===== config.mk =====
export PLATFORM = sky130hd
export DESIGN_NAME = e3_oh_insert
export DESIGN_NICKNAME = d
export VERILOG_FILES = /design/src/rtl/e3oh_pkg.sv /design/src/rtl/e3oh_pos_ctr.sv /design/src/rtl/e3oh_strobe.sv /design/src/rtl/e3oh_ins_mux.sv /design/src/rtl/e3_oh_insert.sv
export SDC_FILE = /design/constraint.sdc
export NUM_CORES = 1
export LEC_CHECK = 0
export ABC_AREA = 0
export BUFFER_PORTS_ARGS = -buffer_cell sky130_fd_sc_hd__clkbuf_2
export CAP_MARGIN = 25
export CORE_MARGIN = 1.5
export CORE_UTILIZATION = 48
export CTS_CLUSTER_SIZE = 24
export DETAILED_ROUTE_END_ITERATION = 16
export GPL_TIMING_DRIVEN = 0
export PLACE_DENSITY = 0.85
export RECOVER_POWER = 100
export SETUP_SLACK_MARGIN = 0.3
export SYNTH_ARGS = -nofsm -noshare
export SYNTH_HDL_FRONTEND = slang
export SYNTH_SLANG_ARGS = --single-unit

===== constraint.sdc =====
create_clock -name clk -period 2.85 [get_ports clk]
set_clock_uncertainty 0.15 [all_clocks]
set_input_delay 0.1425 -clock clk [delete_from_list [all_inputs] [get_ports clk]]
set_output_delay 0.1425 -clock clk [all_outputs]
set_load 0.1 [all_outputs]

===== src/rtl/e3oh_pkg.sv =====
package e3oh_pkg;
  localparam int OH_BITS_DEF = 56;

  typedef enum logic {
    MODE_STROBE = 1'b0,
    MODE_OHCLK  = 1'b1
  } oh_mode_e;
endpackage


===== src/rtl/e3oh_pos_ctr.sv =====
module e3oh_pos_ctr #(
  parameter int OH_BITS = 56,
  parameter int POS_W   = $clog2(OH_BITS)
) (
  input  logic             clk,
  input  logic             rst,
  input  logic             slot_in,
  input  logic             sof_in,
  output logic             take_o,
  output logic             first_nxt_o,
  output logic [POS_W-1:0] pos_o,
  output logic             valid_o
);
  localparam logic [POS_W-1:0] LAST = POS_W'(OH_BITS - 1);

  logic             synced_q;
  logic [POS_W-1:0] pos_q;
  logic [POS_W-1:0] pos_nxt;
  logic             valid_q;

  always_comb begin
    take_o = slot_in & (sof_in | synced_q);
    if (sof_in)             pos_nxt = '0;
    else if (pos_q == LAST) pos_nxt = '0;
    else                    pos_nxt = pos_q + 1'b1;
    first_nxt_o = take_o & (pos_nxt == '0);
  end

  always_ff @(posedge clk) begin
    if (rst) begin
      synced_q <= 1'b0;
      pos_q    <= '0;
      valid_q  <= 1'b0;
    end else begin
      valid_q <= take_o;
      if (slot_in && sof_in) synced_q <= 1'b1;
      if (take_o) pos_q <= pos_nxt;
    end
  end

  assign pos_o   = pos_q;
  assign valid_o = valid_q;

  AST_POS_RANGE: assert property (@(posedge clk) disable iff (rst)
    valid_q |-> (pos_q <= LAST));
  AST_SOF_POS0: assert property (@(posedge clk) disable iff (rst)
    (slot_in && sof_in) |=> (valid_q && pos_q == '0));
  AST_POS_STEP: assert property (@(posedge clk) disable iff (rst)
    (slot_in && !sof_in && synced_q) |=>
      (pos_q == (($past(pos_q) == LAST) ? '0 : $past(pos_q) + 1'b1)));
  AST_NO_SYNC: assert property (@(posedge clk) disable iff (rst)
    (!synced_q && !(slot_in && sof_in)) |=> !valid_q);
endmodule


===== src/rtl/e3oh_strobe.sv =====
module e3oh_strobe (
  input  logic                clk,
  input  logic                rst,
  input  e3oh_pkg::oh_mode_e  mode,
  input  logic                take,
  input  logic                first_nxt,
  output logic                oh_clk,
  output logic                oh_en,
  output logic                oh_frame
);
  import e3oh_pkg::*;

  always_ff @(posedge clk) begin
    if (rst) begin
      oh_clk   <= 1'b0;
      oh_en    <= 1'b0;
      oh_frame <= 1'b0;
    end else begin
      oh_clk   <= take & (mode == MODE_OHCLK);
      oh_en    <= take & (mode == MODE_STROBE);
      oh_frame <= first_nxt;
    end
  end

  AST_STROBE_EXCL: assert property (@(posedge clk) disable iff (rst)
    $onehot0({oh_clk, oh_en}));
  AST_FRAME_STROBE: assert property (@(posedge clk) disable iff (rst)
    oh_frame |-> (oh_clk || oh_en));
  AST_IDLE_PAYLOAD: assert property (@(posedge clk) disable iff (rst)
    !take |=> (!oh_clk && !oh_en));
endmodule


===== src/rtl/e3oh_ins_mux.sv =====
module e3oh_ins_mux #(
  parameter int OH_BITS = 56,
  parameter int POS_W   = $clog2(OH_BITS)
) (
  input  logic               clk,
  input  logic               rst,
  input  logic               s1_valid,
  input  logic [POS_W-1:0]   s1_pos,
  input  logic [OH_BITS-1:0] cfg_oh,
  input  logic               ext_ins,
  input  logic               ext_data,
  output logic               tx_bit,
  output logic               tx_valid,
  output logic [POS_W-1:0]   tx_pos
);
  localparam logic [POS_W-1:0] TOP_IDX = POS_W'(OH_BITS - 1);

  logic [POS_W-1:0] idx;
  logic             int_bit;

  always_comb begin
    idx     = TOP_IDX - s1_pos;
    int_bit = cfg_oh[idx];
  end

  always_ff @(posedge clk) begin
    if (rst) begin
      tx_bit   <= 1'b0;
      tx_valid <= 1'b0;
      tx_pos   <= '0;
    end else begin
      tx_valid <= s1_valid;
      if (s1_valid) begin
        tx_bit <= ext_ins ? ext_data : int_bit;
        tx_pos <= s1_pos;
      end else begin
        tx_bit <= 1'b0;
      end
    end
  end

  AST_IDLE_NO_OUT: assert property (@(posedge clk) disable iff (rst)
    !s1_valid |=> !tx_valid);
  AST_OVERRIDE: assert property (@(posedge clk) disable iff (rst)
    (s1_valid && ext_ins) |=> (tx_bit == $past(ext_data)));
  AST_CAPTURE_NEXT: assert property (@(posedge clk) disable iff (rst)
    s1_valid |=> (tx_valid && tx_pos == $past(s1_pos)));
endmodule


===== src/rtl/e3_oh_insert.sv =====
module e3_oh_insert #(
  parameter int OH_BITS = e3oh_pkg::OH_BITS_DEF,
  parameter int POS_W   = $clog2(OH_BITS)
) (
  input  logic               clk,
  input  logic               rst,
  input  logic               sep_clk_mode,
  input  logic               slot_in,
  input  logic               sof_in,
  input  logic [OH_BITS-1:0] cfg_oh,
  input  logic               ext_ins,
  input  logic               ext_data,
  output logic               oh_clk,
  output logic               oh_en,
  output logic               oh_frame,
  output logic               tx_oh_bit,
  output logic               tx_oh_valid,
  output logic [POS_W-1:0]   tx_oh_pos
);
  import e3oh_pkg::*;

  logic             take;
  logic             first_nxt;
  logic [POS_W-1:0] s1_pos;
  logic             s1_valid;
  oh_mode_e         mode;

  assign mode = sep_clk_mode ? MODE_OHCLK : MODE_STROBE;

  e3oh_pos_ctr #(.OH_BITS(OH_BITS), .POS_W(POS_W)) u_pos (
    .clk(clk), .rst(rst), .slot_in(slot_in), .sof_in(sof_in),
    .take_o(take), .first_nxt_o(first_nxt), .pos_o(s1_pos), .valid_o(s1_valid)
  );

  e3oh_strobe u_strobe (
    .clk(clk), .rst(rst), .mode(mode), .take(take), .first_nxt(first_nxt),
    .oh_clk(oh_clk), .oh_en(oh_en), .oh_frame(oh_frame)
  );

  e3oh_ins_mux #(.OH_BITS(OH_BITS), .POS_W(POS_W)) u_mux (
    .clk(clk), .rst(rst), .s1_valid(s1_valid), .s1_pos(s1_pos),
    .cfg_oh(cfg_oh), .ext_ins(ext_ins), .ext_data(ext_data),
    .tx_bit(tx_oh_bit), .tx_valid(tx_oh_valid), .tx_pos(tx_oh_pos)
  );

  AST_FRAME_POS0: assert property (@(posedge clk) disable iff (rst)
    oh_frame |-> (s1_valid && s1_pos == '0));
  AST_STROBE_VALID: assert property (@(posedge clk) disable iff (rst)
    (oh_clk || oh_en) |-> s1_valid);
endmodule


# After elaboration in Yosys (flattened, before gate mapping)
# Index checks and enable logic that the tools add are counted.
totals:
  latchBits: 0
  register_bits: 19
  mem_bits_ro: 0
  n_memories: 0
  mem_bits_rw: 0
  input_bits: 63
classes:
  n_shift: 0
  bitwise_logic: 7
  n_addsub: 2
  eq_ne: 1
  order_cmp: 1
  n_reduce_logical: 3
  div: 0
  muxes: 6
  n_mul: 0
op_table:
  columns: ["cell", "count"]
  rows:
  - ["$mux 6", 2]
  - ["$lt 6x7->1 const B", 1]
  - ["$add 6x1->6 const B", 1]
  - ["$bmux 1 s6", 1]
  - ["$eq 6x6->1 const B", 1]
  - ["$logic_not 6->1", 1]
  - ["$sub 6x6->6 const A", 1]
  - ["$and 1x1->1", 4]
  - ["$mux 1", 3]
  - ["$not 1->1", 2]
  - ["$reduce_or 2->1", 1]
  - ["$logic_and 1x1->1", 1]
  - ["$or 1x1->1", 1]

# Logic depth before layout (Yosys ltp)
# Gate-level depths: netlist (run 1).
depth:
  depth_word: 5
  ltp_mapped: 8

# Cells and area by module
# From an unflattened synthesis (run 1), not the netlist that was laid out.
unflattened:
  hier_cells: 131
  hier_area_um2: 1321.3
by_module_without_submodules:
  columns: ["mod", "n_inst", "cells_each", "area_per_inst_um2"]
  rows:
  - ["e3oh_ins_mux", 1, 68, 772.0]
  - ["e3oh_pos_ctr", 1, 57, 466.7]
  - ["e3oh_strobe", 1, 6, 82.6]

# Worst setup path before layout (run 1)
# Ideal clock, no wire load.
synth_path:
  path_kind: "register to register"
  from: "reg u_pos.pos_q[3] (netlist: u_pos.pos_o[3])"
  to: "reg u_pos.pos_q[5] (netlist: u_pos.pos_o[5])"
  stages_incl_launch_ff: 8
  setup_ns: 0.066
  t_arrival_ns: 1.687
  synth_period_minus_slack_ns: 1.903
  slack_ns: 0.947
  path_cell_list: "dfxtp_1 buf_2 buf_2 inv_1 ha_1 a31o_4 or3_1 a21oi_2"
synth_via:
  elab_chain_len: 3
  elab_cells_between_ends: 4
  classes_between: "add/sub (1); eq/ne (1); mux (2)"
synth_rtl:
  columns: ["element", "line_no", "source"]
  rows:
  - ["start, declared", "e3oh_pos_ctr.sv:17", "logic [POS_W-1:0] pos_q;"]
  - ["start signal, assigned", "e3oh_pos_ctr.sv:37", "if (take_o) pos_q <= pos_nxt;"]
  - ["$add 6x1->6 / $eq 6x6->1 (equally long branches)", "e3oh_pos_ctr.sv:25, e3oh_pos_ctr.sv:24", null]
  - ["$mux 6 (*)", "e3oh_pos_ctr.sv:24", "else if (pos_q == LAST) pos_nxt = '0;"]
  - ["$mux 6 (*)", "e3oh_pos_ctr.sv:23", "if (sof_in) pos_nxt = '0;"]
# Mark *: on every way between the ends. The rest lies on a longest branch, timed or not.
# A chain may end at the register's enable or synchronous reset.

# Worst setup path after layout (run 1)
# Same ends and word-level chain as after synthesis.

==> results.yml, run 1 <==
critical_path:
  reg2reg_slack_ns: 0.46
  reg2reg_from: "u_pos.pos_o[3]"
  cp.arrival_ns: 2.48
  crit_end: "u_pos.pos_o[5]"
  crit_start: "u_pos.pos_o[3]"
  critical_path_class: "reg2reg"
  r2r-end: "u_pos.pos_o[5]"
  r2r_cells: 7
  startpoint_type: "register"
  required_ns: 2.94
  cp_max_fo: 10
  end_kind: "register"
placement:
  pre_cts_ws_ns: 0.7917
  gp_congestion: 0.9236
  place_hpwl_um: 2689
  io_buffers: 73
finish:
  area_delta_synth_final_pct: 31.23
  drive_gt1_frac: 0.3348
  layout.nets: 298
  num_antenna_cells: 0
global_routing:
  use_met1: 0.2939
  busiest_layer: "met2"
  met2_usage: 0.3854
  antenna_found_initial: 0
  grt_pass1_vias: 1400
  grt_pass1_wl_um: 5885
  use_met3: 0.06452
  gr-usage-all-layers: 0.2273
  grt_max_degree: 11
  grt-ovfl-total: 0
logic_synthesis:
  yosysTopAreaCellShare: 0.2736
  synthCells: 149
  ys_ff_latch: 19
  synth_cell_types: 39
  synth-edff-count: 0
  synth-async-reset-ratio: 0
  synth_area_leaders: "dfxtp_1, mux2i_1, mux4_1"
  seq_area_frac_synth: 0.2736
  synth.most_common_cell: "mux2i_1"
  synth_flop_cell: "dfxtp_1"
  ys_warn_count: 0
  ys_top_cells_by_count: "mux2i_1, dfxtp_1, nor2_1"
  syn_area_um2: 1390
  avgSynthCellArea_um2: 9.329
  synth_top_area_cell: "dfxtp_1"
  synth_nets: 216
sta:
  period_minus_slack_ns: 2.389
  finalCritPeriodShare: 0.8384
  fmax_mhz: 418.5
  setup_viol: 0
  worst_slew_pin_slew_ns: 1.167
  relSlewSlack: 0.2253
  hold_violations: 0
  rsz0062_at_grt: "false"
  layout_setup_ws_ns: 0.4606
  drv_slew: 0
  setup_tns_ns: 0
cts:
  numCtsBuffers: 3
  post_cts_resize_count: 0
  htreeDepth: 1
  clk_latency_ns: 0.29
  cts_num_sinks: 19
  cts_root_buf: "clkbuf_4"
  cts_tree: "done"
  clkTransAtPathRegs_ns: 0.11
  cts.path.max_buffers: 2
die:
  start_util: 0.5041
  die_h_um: 56.82
  die_x_um: 56.82
  core_um2: 2758
  rows: 19
  die_area_um2: 3228
  io_pins: 74
routing:
  postRouteAntennaNets: 0
  drc: 0
  drtPass1Iterations: 4
  wl_per_cell_um: 13.16
  vias: 1431
  wirelength_um: 3436
  drt_iter0_markers: 42
  viasPerCell: 5.483
pwr:
  p_leak_nw: 0.7700
  power.total_mw: 0.5135
  max-vdd-ir-drop_v: 0.0004631
  power-per-cell-area_nw_per_um2: 281.5
hold_path:
  hp-class: "in2reg"
  min_path_cells: 3
flow_run:
  drv_cap: 0
outcome:
  outcome: "finished clean"
## cells in the final DEF (no fill, tap or decap), types with 2 or more instances in the layout
| cell | instances |
|---|---|
| nor3_1 | 3 |
| o21ai_0 | 4 |
| mux2_2 | 3 |
| clkbuf_1 | 20 |
| buf_4 | 2 |
| nand3_1 | 6 |
| a22oi_1 | 3 |
| a31oi_1 | 2 |
| ha_1 | 4 |
| a21oi_1 | 5 |
| dlygate4sd3_1 | 4 |
| nor2_1 | 18 |
| xor2_1 | 3 |
| buf_2 | 3 |
| xnor2_1 | 3 |
| a211oi_1 | 2 |
| inv_1 | 5 |
| dfxtp_1 | 19 |
| mux4_1 | 5 |
| nand2_1 | 4 |
| clkbuf_2 | 61 |
| a311oi_1 | 4 |
| clkbuf_4 | 3 |
| nand3b_1 | 2 |
| nor2b_1 | 4 |
| mux2i_1 | 22 |
## power by group
group	total [mW]	switching, mW	internal [mW]
combinational	0.110	0.0554	0.0550
clock	0.131	0.0767	0.0544
sequential	0.272	0.00219	0.270
total	0.514	0.134	0.379
## repair_timing
item,CTS,global route
hold endpoints to repair,7,0
buffers inserted,0,0
endpoints found under the setup margin,0,0
hold buffers,4,0
## layout make-up
type | count | area, um^2
multi-input cells | 112 | 902.1
flip-flops and latches | 19 | 380.4
repair buffers | 77 | 390.4
clock buffers | 4 | 26.28
plain buffers | 13 | 67.56
inverters | 5 | 18.77
fillers | 251 | 933.4
well taps | 31 | 38.79
## flip-flops by register name, summed over array words and instances (netlist names)
| name | count |
|---|---|
| u_pos.valid_o | 1 |
| u_strobe.oh_frame | 1 |
| u_mux.tx_valid | 1 |
| u_pos.pos_o | 6 |
| u_mux.tx_bit | 1 |
| u_mux.tx_pos | 6 |
| u_pos.synced_q | 1 |
| u_strobe.oh_en | 1 |
| u_strobe.oh_clk | 1 |
## worst max-delay path, cell delays in order (launching register included)
cell,delay [ns]
dfxtp_1,0.38
buf_2,0.19
clkbuf_1,0.43
inv_1,0.16
ha_1,0.23
a31o_1,0.29
or3_1,0.38
a21oi_2,0.12
## layer usage
metal | vias to the layer above | routed length (um)
met5 | - | 0
met4 | 0 | 9
met3 | 2 | 257
met2 | 52 | 1751
met1 | 659 | 1417
li1 | 718 | -
## metrics by stage
stage               hold slack (ns)  cell area, um^2  instances    util
finish                      0.03194             1824        261  0.6615
global route                0.04709             1824        261  0.6615
CTS                         0.03115             1861        261  0.6747
detailed placement           0.1738             1794        253  0.6506
global placement             0.1720             1794        253  0.6506
floorplan                   0.05494             1390        149       -
## logic make-up (layout without fill, tap and decap cells)
kind of cell	after synthesis	after routing	share of synthesized area
AOI/OAI and AO/OA	27	27	0.1422
xor gates and xnor gates	6	6	0.03781
adders and majority gates	4	4	0.03601
buffers and inverters	18	99	0.06841
DFF	19	19	0.2736
muxes	30	30	0.2772
and+or+nand+nor	45	45	0.1647
## worst min path at each step
| stage | to | slack (ns) | startpoint |
|---|---|---|---|
| 4_1_cts | u_pos.synced_q | 0.03 | sof_in |
| 3_3_place_gp | u_strobe.oh_en | 0.17 | sep_clk_mode |
| 3_5_place_dp | u_strobe.oh_en | 0.17 | sep_clk_mode |
| 2_1_floorplan | u_pos.pos_o[5] | 0.05 | rst |
| 6_report | u_pos.synced_q | 0.03 | sof_in |
| 5_1_grt | u_pos.synced_q | 0.05 | sof_in |
No activity file was read; power rests on OpenSTA's default activity.
==> run 2: changes to the inputs <==
Settings changed: CORE_UTILIZATION 48 to 45, PLACE_DENSITY 0.85 to 0.8.
Clock period 2.85 ns to 2.29 ns, I/O delays scaled along.
==> results.yml, run 2 (synthesis results as in run 1) <==
die:
  die_area_um2: 3432
  io_pins: 74
  die_x_um: 58.58
  core_um2: 2853
  die_h_um: 58.58
  rows: 19
  start_util: 0.4873
cts:
  clkTransAtPathRegs_ns: 0.10
  post_cts_buffers: 0
  cts_num_sinks: 19
  clk_latency_ns: 0.29
  numCtsBuffers: 3
  cts_root_buf: "clkbuf_4"
  htreeDepth: 1
  cts_tree: "done"
  cts.path.max_buffers: 2
sta:
  drv_slew: 0
  hold_violations: 0
  fin_hold_ws_ns: 0.05143
  worst_slew_pin_slew_ns: 1.172
  finalCritPeriodShare: 0.8860
  setup_viol: 0
  fmax_mhz: 492.9
  rsz0062_at_grt: "true"
  period_minus_slack_ns: 2.029
  relSlewSlack: 0.2219
  setup_tns_ns: 0
placement:
  gp_congestion: 0.9459
  io_buffers: 73
  place_hpwl_um: 2718
  place_inst: 253
global_routing:
  grt-ovfl-total: 0
  grt_pass1_vias: 1287
  grt_max_degree: 11
  gr-usage-all-layers: 0.2105
  antenna_found_initial: 0
  grt_pass1_wl_um: 5602
critical_path:
  worstPathBufferInverterCount: 2
  cp.arrival_ns: 2.07
  required_ns: 2.33
  critical_path_class: "reg2reg"
  crit_path_top_delay_cell: "dlygate4sd3_1"
  reg2reg_slack_ns: 0.26
  startpoint_type: "register"
  end_kind: "register"
  crit_family: "buffers and inverters"
  crit_chain: "o21ai_0 > clkbuf_1 > nor3_1 > dlygate4sd3_1"
  cp_max_fo: 10
  cpPeakStageDelay_ns: 0.56
routing:
  drc: 0
  drtPass1Iterations: 6
  wirelength_um: 3502
  postRouteAntennaNets: 0
  wl_per_cell_um: 13.37
  drt_iter0_markers: 40
  vias: 1429
  viasPerCell: 5.454
pwr:
  power-per-cell-area_nw_per_um2: 344.3
  max-vdd-ir-drop_v: 0.0003509
  p_leak_nw: 0.7845
hold_path:
  hp-class: "in2reg"
finish:
  drive_gt1_frac: 0.3550
  final_cell_mix: "clkbuf_2, mux2i_1, nor2_1, clkbuf_1, dfxtp_1"
  final_common_cell: "clkbuf_2"
  layout.nets: 299
  area_delta_synth_final_pct: 34.29
  num_antenna_cells: 0
  fin_cells: 262
flow_run:
  drv_cap: 0
outcome:
  outcome: "finished clean"
==> run 2: worst register-to-register path: stages (launching register included) <==
cell	delay, ns
dfxtp_1	0.33
o21ai_0	0.38
clkbuf_1	0.39
nor3_1	0.11
dlygate4sd3_1	0.56
==> run 2: stage by stage <==
step | instance area (um^2) | utilization | setup WS (ns) | power [mW]
finish | 1867 | 0.6544 | 0.2611 | 0.6428
global route | 1867 | 0.6544 | 0.1614 | 0.6795
CTS | 1874 | 0.6570 | 0.2907 | 0.6462
detailed placement | 1794 | 0.6289 | 0.2407 | 0.4797
global placement | 1794 | 0.6289 | 0.2480 | 0.4779
floorplan | 1390 | - | 0.3873 | 0.4151
==> run 2: what timing repair did <==
item	in CTS	in global routing
setup endpoints to repair	2	4
hold buffers	5	0
endpoints found under the hold margin	9	0
gates resized for setup	2	8
pin swaps	0	0
==> run 2: layout make-up <==
cell class                      count  area (um^2)
Fill cell                         270        985.9
Multi-Input combinational cell    112        915.9
Timing Repair Buffer               78        400.4
Sequential cell                    19        385.4
Buffer                             13        81.33
Tap cell                           31        38.79
Clock buffer                        4        26.28
Inverter                            5        18.77
==> run 2: worst paths after layout <==
kind	from	end	cells after the start
max	u_pos.synced_q	u_strobe.oh_en	4
min	sof_in	u_pos.pos_o[2]	3
max reg2reg	u_pos.synced_q	u_strobe.oh_en	4
min reg2reg	u_mux.tx_pos[1]	u_mux.tx_pos[1]	2
==> run 2: routing by layer <==
metal,vias to the layer above,GRT usage,routed length [um]
li1,718,-,-
met1,651,0.2746,1531
met2,58,0.3692,1730
met3,2,0.03736,226
met4,0,0.03571,14
met5,-,0,0
==> run 2: power breakdown <==
part           total (mW)  internal, mW  switching, mW  leakage, nW
Clock               0.166        0.0677         0.0980       0.0150
Sequential          0.338         0.335        0.00283        0.155
Combinational       0.139        0.0700         0.0694        0.614
